$ cat config.mk
export PLATFORM = sky130hd
export DESIGN_NAME = lutram_slice
export DESIGN_NICKNAME = d
export VERILOG_FILES = /design/src/rtl/lutram_slice_pkg.sv /design/src/rtl/lutram_cfg_check.sv /design/src/rtl/lutram_steer.sv /design/src/rtl/lutram_cell.sv /design/src/rtl/lutram_slice.sv
export SDC_FILE = /design/constraint.sdc
export NUM_CORES = 1
export LEC_CHECK = 0
export ABC_AREA = 1
export BUFFER_PORTS_ARGS = -buffer_cell sky130_fd_sc_hd__buf_2
export CAP_MARGIN = 20
export CORE_ASPECT_RATIO = 0.8
export CORE_MARGIN = 2
export CORE_UTILIZATION = 45
export DETAILED_ROUTE_END_ITERATION = 10
export GPL_TIMING_DRIVEN = 0
export SETUP_SLACK_MARGIN = 0.1
export SYNTH_ARGS = -nofsm -noshare
export SYNTH_HDL_FRONTEND = slang
export SYNTH_SLANG_ARGS = --single-unit
export TNS_END_PERCENT = 100
$ cat constraint.sdc
create_clock -name clk -period 2.7 [get_ports clk]
set_input_delay 0.405 -clock clk [delete_from_list [all_inputs] [get_ports clk]]
set_output_delay 0.405 -clock clk [all_outputs]
set_load 0.005 [all_outputs]
$ cat src/rtl/lutram_slice_pkg.sv
package lutram_slice_pkg;

  localparam int NUM_ELEM = 4;
  localparam int MODE_W   = 3;
  localparam int WIDE_W   = 2;

  // element roles; index doubles as the 256x1 write-select code
  localparam int ELEM_A = 0;
  localparam int ELEM_B = 1;
  localparam int ELEM_C = 2;
  localparam int ELEM_D = 3;

  localparam logic [MODE_W-1:0] EM_LOGIC = 3'd0;
  localparam logic [MODE_W-1:0] EM_S32   = 3'd1;
  localparam logic [MODE_W-1:0] EM_D32   = 3'd2;
  localparam logic [MODE_W-1:0] EM_S64   = 3'd3;
  localparam logic [MODE_W-1:0] EM_D64   = 3'd4;

  localparam logic [WIDE_W-1:0] WM_NONE  = 2'd0;
  localparam logic [WIDE_W-1:0] WM_128   = 2'd1;
  localparam logic [WIDE_W-1:0] WM_256   = 2'd2;

  function automatic logic mode_known(logic [MODE_W-1:0] m);
    return m <= EM_D64;
  endfunction

  function automatic logic mode_is_ram(logic [MODE_W-1:0] m);
    return (m != EM_LOGIC) && (m <= EM_D64);
  endfunction

  function automatic logic mode_is_dual(logic [MODE_W-1:0] m);
    return (m == EM_D32) || (m == EM_D64);
  endfunction

  function automatic logic mode_is_64(logic [MODE_W-1:0] m);
    return (m == EM_S64) || (m == EM_D64);
  endfunction

  function automatic logic wide_on(logic [WIDE_W-1:0] w);
    return (w == WM_128) || (w == WM_256);
  endfunction

  // which element a wide-mode write reaches
  function automatic logic wide_hit(logic [WIDE_W-1:0] w, logic sel_hi,
                                    logic sel_lo, logic [1:0] idx);
    logic hit;
    case (w)
      WM_128:  hit = idx[0] ? sel_lo : !sel_lo;
      WM_256:  hit = ({sel_hi, sel_lo} == idx);
      default: hit = 1'b1;
    endcase
    return hit;
  endfunction

endpackage

$ cat src/rtl/lutram_cfg_check.sv
module lutram_cfg_check
  import lutram_slice_pkg::*;
#(
  parameter int N_EL  = NUM_ELEM,
  parameter int MW    = MODE_W,
  parameter int WW    = WIDE_W,
  parameter int D_IDX = ELEM_D
) (
  input  logic [N_EL*MW-1:0] cfg_elem_mode,
  input  logic [WW-1:0]      cfg_wide,
  output logic               cfg_illegal
);

  logic [MW-1:0] d_mode;
  logic          any_ram;
  logic          bad_code;
  logic          bad_wide;

  assign d_mode = cfg_elem_mode[D_IDX*MW +: MW];

  always_comb begin
    any_ram  = 1'b0;
    bad_code = 1'b0;
    bad_wide = (cfg_wide == 2'd3);
    for (int e = 0; e < N_EL; e++) begin
      if (!mode_known(cfg_elem_mode[e*MW +: MW]))
        bad_code = 1'b1;
      if (mode_is_ram(cfg_elem_mode[e*MW +: MW]))
        any_ram = 1'b1;
      if (wide_on(cfg_wide) && !mode_is_64(cfg_elem_mode[e*MW +: MW]))
        bad_wide = 1'b1;
    end
  end

  assign cfg_illegal = bad_code || bad_wide
                    || (any_ram && !mode_is_ram(d_mode))
                    || mode_is_dual(d_mode);

endmodule

$ cat src/rtl/lutram_steer.sv
module lutram_steer
  import lutram_slice_pkg::*;
#(
  parameter int IDX = 0,
  parameter int AW  = 6,
  parameter int MW  = MODE_W,
  parameter int WW  = WIDE_W
) (
  input  logic [MW-1:0] mode,
  input  logic [WW-1:0] wide,
  input  logic          illegal,
  input  logic [AW-1:0] own_addr,
  input  logic          own_hi,
  input  logic          own_lo,
  input  logic [AW-1:0] d_addr,
  input  logic          d_lo,
  input  logic          b_bit0,
  input  logic          we,
  input  logic          sel_hi,
  input  logic          sel_lo,
  output logic [AW-1:0] wa,
  output logic [AW-1:0] ra,
  output logic [1:0]    di,
  output logic          wr_en,
  output logic          is64,
  output logic          ram_on
);

  localparam logic [1:0] IDX2   = 2'(IDX);
  localparam bit         IS_A   = (IDX == ELEM_A);
  localparam int         HAW    = AW - 1;

  logic          dual;
  logic [AW-1:0] wa_src;

  assign is64   = mode_is_64(mode);
  assign ram_on = mode_is_ram(mode);
  assign dual   = mode_is_dual(mode) || wide_on(wide);
  assign wa_src = dual ? d_addr : own_addr;

  // 32x2 storage: top address bit is reserved for the bit index
  assign wa = is64 ? wa_src   : {1'b0, wa_src[HAW-1:0]};
  assign ra = is64 ? own_addr : {1'b0, own_addr[HAW-1:0]};

  generate
    if (IS_A) begin : g_a_data
      assign di[0] = dual ? b_bit0 : own_lo;
    end else begin : g_other_data
      assign di[0] = dual ? d_lo : own_lo;
    end
  endgenerate
  assign di[1] = own_hi;

  assign wr_en = we && ram_on && !illegal && wide_hit(wide, sel_hi, sel_lo, IDX2);

endmodule

$ cat src/rtl/lutram_cell.sv
module lutram_cell #(
  parameter int AW    = 6,
  parameter int DEPTH = 1 << AW
) (
  input  logic          clk,
  input  logic          rst_n,
  input  logic          wr_en,
  input  logic          is64,
  input  logic          ram_on,
  input  logic [AW-1:0] wa,
  input  logic [1:0]    di,
  input  logic [AW-1:0] ra,
  output logic          o_hi,
  output logic          o_lo
);

  localparam int HAW = AW - 1;

  logic [DEPTH-1:0] mem;
  logic [HAW-1:0]   wa_h;
  logic [HAW-1:0]   ra_h;

  assign wa_h = wa[HAW-1:0];
  assign ra_h = ra[HAW-1:0];

  always_ff @(posedge clk or negedge rst_n) begin
    if (!rst_n) begin
      mem <= '0;
    end else if (wr_en) begin
      if (is64) begin
        mem[wa] <= di[0];
      end else begin
        mem[{1'b0, wa_h}] <= di[0];
        mem[{1'b1, wa_h}] <= di[1];
      end
    end
  end

  assign o_hi = ram_on && (is64 ? mem[ra] : mem[{1'b1, ra_h}]);
  assign o_lo = ram_on && !is64 && mem[{1'b0, ra_h}];

endmodule

$ cat src/rtl/lutram_slice.sv
module lutram_slice
  import lutram_slice_pkg::*;
#(
  parameter int AW = 6
) (
  input  logic                     clk,
  input  logic                     rst_n,
  input  logic [NUM_ELEM*MODE_W-1:0] cfg_elem_mode,
  input  logic [WIDE_W-1:0]        cfg_wide,
  input  logic [NUM_ELEM*AW-1:0]   pin_addr,
  input  logic [NUM_ELEM-1:0]      byp_hi,
  input  logic [NUM_ELEM-1:0]      byp_lo,
  input  logic                     wsel_lo,
  input  logic                     wsel_hi,
  input  logic                     we,
  output logic [NUM_ELEM-1:0]      out_hi,
  output logic [NUM_ELEM-1:0]      out_lo,
  output logic                     wide_dc,
  output logic                     wide_ba,
  output logic                     wide_all,
  output logic                     cfg_illegal
);

  // named internal events for the checker
  logic [NUM_ELEM-1:0] elem_we;
  logic [NUM_ELEM-1:0] elem_is64;
  logic [NUM_ELEM-1:0] elem_ram;
  logic [AW-1:0]       elem_wa [NUM_ELEM];
  logic [AW-1:0]       elem_ra [NUM_ELEM];
  logic [1:0]          elem_di [NUM_ELEM];
  logic [AW-1:0]       d_addr;

  assign d_addr = pin_addr[ELEM_D*AW +: AW];

  lutram_cfg_check #(
    .N_EL (NUM_ELEM),
    .MW   (MODE_W),
    .WW   (WIDE_W),
    .D_IDX(ELEM_D)
  ) cfg_i (
    .cfg_elem_mode(cfg_elem_mode),
    .cfg_wide     (cfg_wide),
    .cfg_illegal  (cfg_illegal)
  );

  generate
    for (genvar e = 0; e < NUM_ELEM; e++) begin : g_elem
      lutram_steer #(
        .IDX(e),
        .AW (AW),
        .MW (MODE_W),
        .WW (WIDE_W)
      ) steer_i (
        .mode    (cfg_elem_mode[e*MODE_W +: MODE_W]),
        .wide    (cfg_wide),
        .illegal (cfg_illegal),
        .own_addr(pin_addr[e*AW +: AW]),
        .own_hi  (byp_hi[e]),
        .own_lo  (byp_lo[e]),
        .d_addr  (d_addr),
        .d_lo    (byp_lo[ELEM_D]),
        .b_bit0  (elem_di[ELEM_B][0]),
        .we      (we),
        .sel_hi  (wsel_hi),
        .sel_lo  (wsel_lo),
        .wa      (elem_wa[e]),
        .ra      (elem_ra[e]),
        .di      (elem_di[e]),
        .wr_en   (elem_we[e]),
        .is64    (elem_is64[e]),
        .ram_on  (elem_ram[e])
      );

      lutram_cell #(
        .AW(AW)
      ) cell_i (
        .clk   (clk),
        .rst_n (rst_n),
        .wr_en (elem_we[e]),
        .is64  (elem_is64[e]),
        .ram_on(elem_ram[e]),
        .wa    (elem_wa[e]),
        .di    (elem_di[e]),
        .ra    (elem_ra[e]),
        .o_hi  (out_hi[e]),
        .o_lo  (out_lo[e])
      );
    end
  endgenerate

  // output selection for aggregated storage
  assign wide_dc  = byp_hi[ELEM_C] ? out_hi[ELEM_D] : out_hi[ELEM_C];
  assign wide_ba  = byp_hi[ELEM_A] ? out_hi[ELEM_B] : out_hi[ELEM_A];
  assign wide_all = byp_hi[ELEM_B] ? wide_dc : wide_ba;

endmodule

==> qor.txt <==
final hold violation count -> 0
Critical Path RT -> 2300 ps
CTS max path bufs -> 3
# IOs -> 63
TritonCTS clock tree -> done
sequential area share after synthesis -> 0.398
Synth async-reset ratio -> 1.00
Vias -> 16400
top cells by count, synth -> nand2_1 (767), nor2_1 (311), dfrtp_1 (256), nand3_1 (229), inv_1 (216)
total wire length -> 54300 um
Final Wtd Congestion -> 0.947
Post-Syn Instances -> 2420
Sink Count -> 256
Post-DP Area -> 17000 um^2
status -> complete, no violations
WHS Path Cells -> 3
max reg flops -> 256
Critical R2R Capture -> g_elem[2].cell_i.mem[31]
Worst slew margin -> 0.471
critical path peak fanout -> 10
RSZ-0062 raised after global routing -> yes
Die Ht -> 173 um
count of final setup violators -> 0
Initial Util -> 0.460
die width -> 215 um
Vias/cell -> 5.46
total die area -> 37300 um^2
Antenna Nets Post-Route -> 0
Post-synth EDFFs -> 0
fin util -> 0.525
Crit Path Category -> input port to output port
Synth Warn # -> 0
Row Count -> 61
Netlist cell types -> 41
gr ovfl total -> 0
Final Skew -> 0 ps
largest reg by FF count -> g_elem.cell_i.mem
synthesis-to-finish area growth -> 14.1%
syn nets -> 2478
number of synthesized register bits -> 256
top cells by area, synth -> dfrtp_1 (40%), nand2_1 (18%), nor2_1 (7.3%)
Iteration-0 DRC Markers -> 1614
worst skew pair latency -> 570 ps
CP Capture Type -> output port
largest vdd supply drop -> 0.444 mV
Num CTS Buffers -> 29
Hold Crit Class -> input port to flop
Initial DRT Pass Iterations -> 6
reg2reg start -> g_elem[2].cell_i.mem[31]
first-pass GRT wire length -> 85700 um
Port-buffer cells -> 49
cell accounting for the most synthesized area -> dfrtp_1
Final period util -> 0.957
static leakage -> 0.00875 uW
Fmax -> 0.387 GHz
core box area -> 35000 um^2
Final Max Slew Viols -> 0
Syn Area/Cell -> 6.65 um^2
Yosys top cell area share -> 0.398
measured slew at the worst slew-check pin -> 788 ps
initial antenna violation count -> 3
P per Cell Area -> 521 nW/um^2
startpoint class of the critical path -> input port
Worst R2R Path Depth -> 4
WHS Endpoint -> g_elem[3].cell_i.mem[22]
DR WL/cell -> 18.0 um
DRC viols -> 0
nets@finish -> 2575
Layout Cells excl Fill -> 3014
Tmin final -> 2580 ps
setup TNS -> 0 ps
biggest regs -> g_elem.cell_i.mem (256)
most common cell in the netlist -> nand2_1
synthesized area -> 16100 um^2
total global-route track usage -> 0.289
post-route cell area -> 18400 um^2
ys flop type -> dfrtp_1
fillcell total -> 3642
worst path arrival time -> 2180 ps
FF-to-FF setup slack -> 1960 ps
total of max-cap violations -> 0
Reg clk slew, reported paths -> 60 ps
H-tree levels -> 1
Root Buffer -> clkbuf_16
vias in the first global route -> 15200
Min-Delay Startpoint -> byp_lo[3]
DP Cell Count -> 2943
largest net degree at the start of global routing -> 115
DP HPWL -> 38100 um
fraction of layout cells with a size suffix above 1 -> 0.128
-- per-layer routing --
metal  GRT usage  share of wire
met1       0.428           0.45
met2       0.439           0.44
met3      0.0361          0.074
met4      0.0934          0.032
met5           0              0
-- worst max-delay path by stage --
stage                                  start                        to  slack [ps]  cells past startpoint
floorplan                       pin_addr[18]                   wide_dc         510                     12
global placement                       rst_n  g_elem[2].cell_i.mem[46]       -3790                      1
detailed placement              pin_addr[18]                   wide_dc        -670                     13
CTS                             pin_addr[13]                  wide_all         100                     15
global route        g_elem[0].cell_i.mem[31]                  wide_all           5                     13
finish                           pin_addr[0]                  wide_all         120                     17
-- cell families after synthesis --
logic type / count (synthesis) / share of synthesized area
simple gates: 1480 / 0.391
buf+inv: 378 / 0.0982
compound gates: 299 / 0.107
flops: 256 / 0.398
fa+ha+maj: 7 / 0.00545
-- worst max-delay path: stages --
cell and delay (ps):
buf_4 160, inv_2 110, buf_6 140, buf_8 150, nand2_1 60, nand3_1 90
nand3_1 90, nand2_1 120, nand2_1 60, nand3_1 100, nand3_1 110, nand2_1 130
nand3_2 110, nand2_2 110, nand2_1 60, nand2_1 60, buf_2 100
-- area by class of cell --
cell class,count,area (um^2),area share
Clock buffer,43,858,0.0468
Antenna cell,3,7.51,0.000409
Tap cell,472,591,0.0322
Multi-Input combinational cell,1786,8210,0.447
Timing Repair Buffer,68,457,0.0249
Sequential cell,256,6410,0.349
Inverter,253,978,0.0533
Buffer,123,744,0.0406
Clock inverter,10,103,0.00559
-- per-stage QoR --
stage,setup WS [ps],hold WS (ps),power (uW)
6_report,117,202,9570
5_1_grt,4.89,204,9920
4_1_cts,102,182,9590
3_5_place_dp,-671,445,5470
3_3_place_gp,-3790,449,5450
2_1_floorplan,515,109,4880
-- report_power, final --
group          leakage (uW)  total, uW  switching [uW]  internal, uW
clock network      0.000478       4070            1700          2370
registers           0.00322       3890            17.6          3870
logic               0.00505       1610            1220           386
total               0.00875       9570            2940          6630
-- cell usage in the layout (no fill, tap or decap), types with 33 or more instances in the layout --
cell and n:
clkbuf_1 40, nor2_1 307, inv_1 208, o21ai_1 46, dfrtp_1 256, a21oi_1 110, o31ai_1 33, o21ai_0 72
buf_2 82, nor3_1 57, nand2_1 757, nand3_1 223, buf_4 36, nand4_1 72
-- timing repair --
action	in CTS	in global routing
resized for setup	74	44
endpoints found under the setup margin	11	98
pin swaps	2	13
setup buffers	7	8
hold endpoints to repair	76	0
hold buffers	1	0
gates cloned	0	1
No activity file was read; power rests on OpenSTA's default activity.
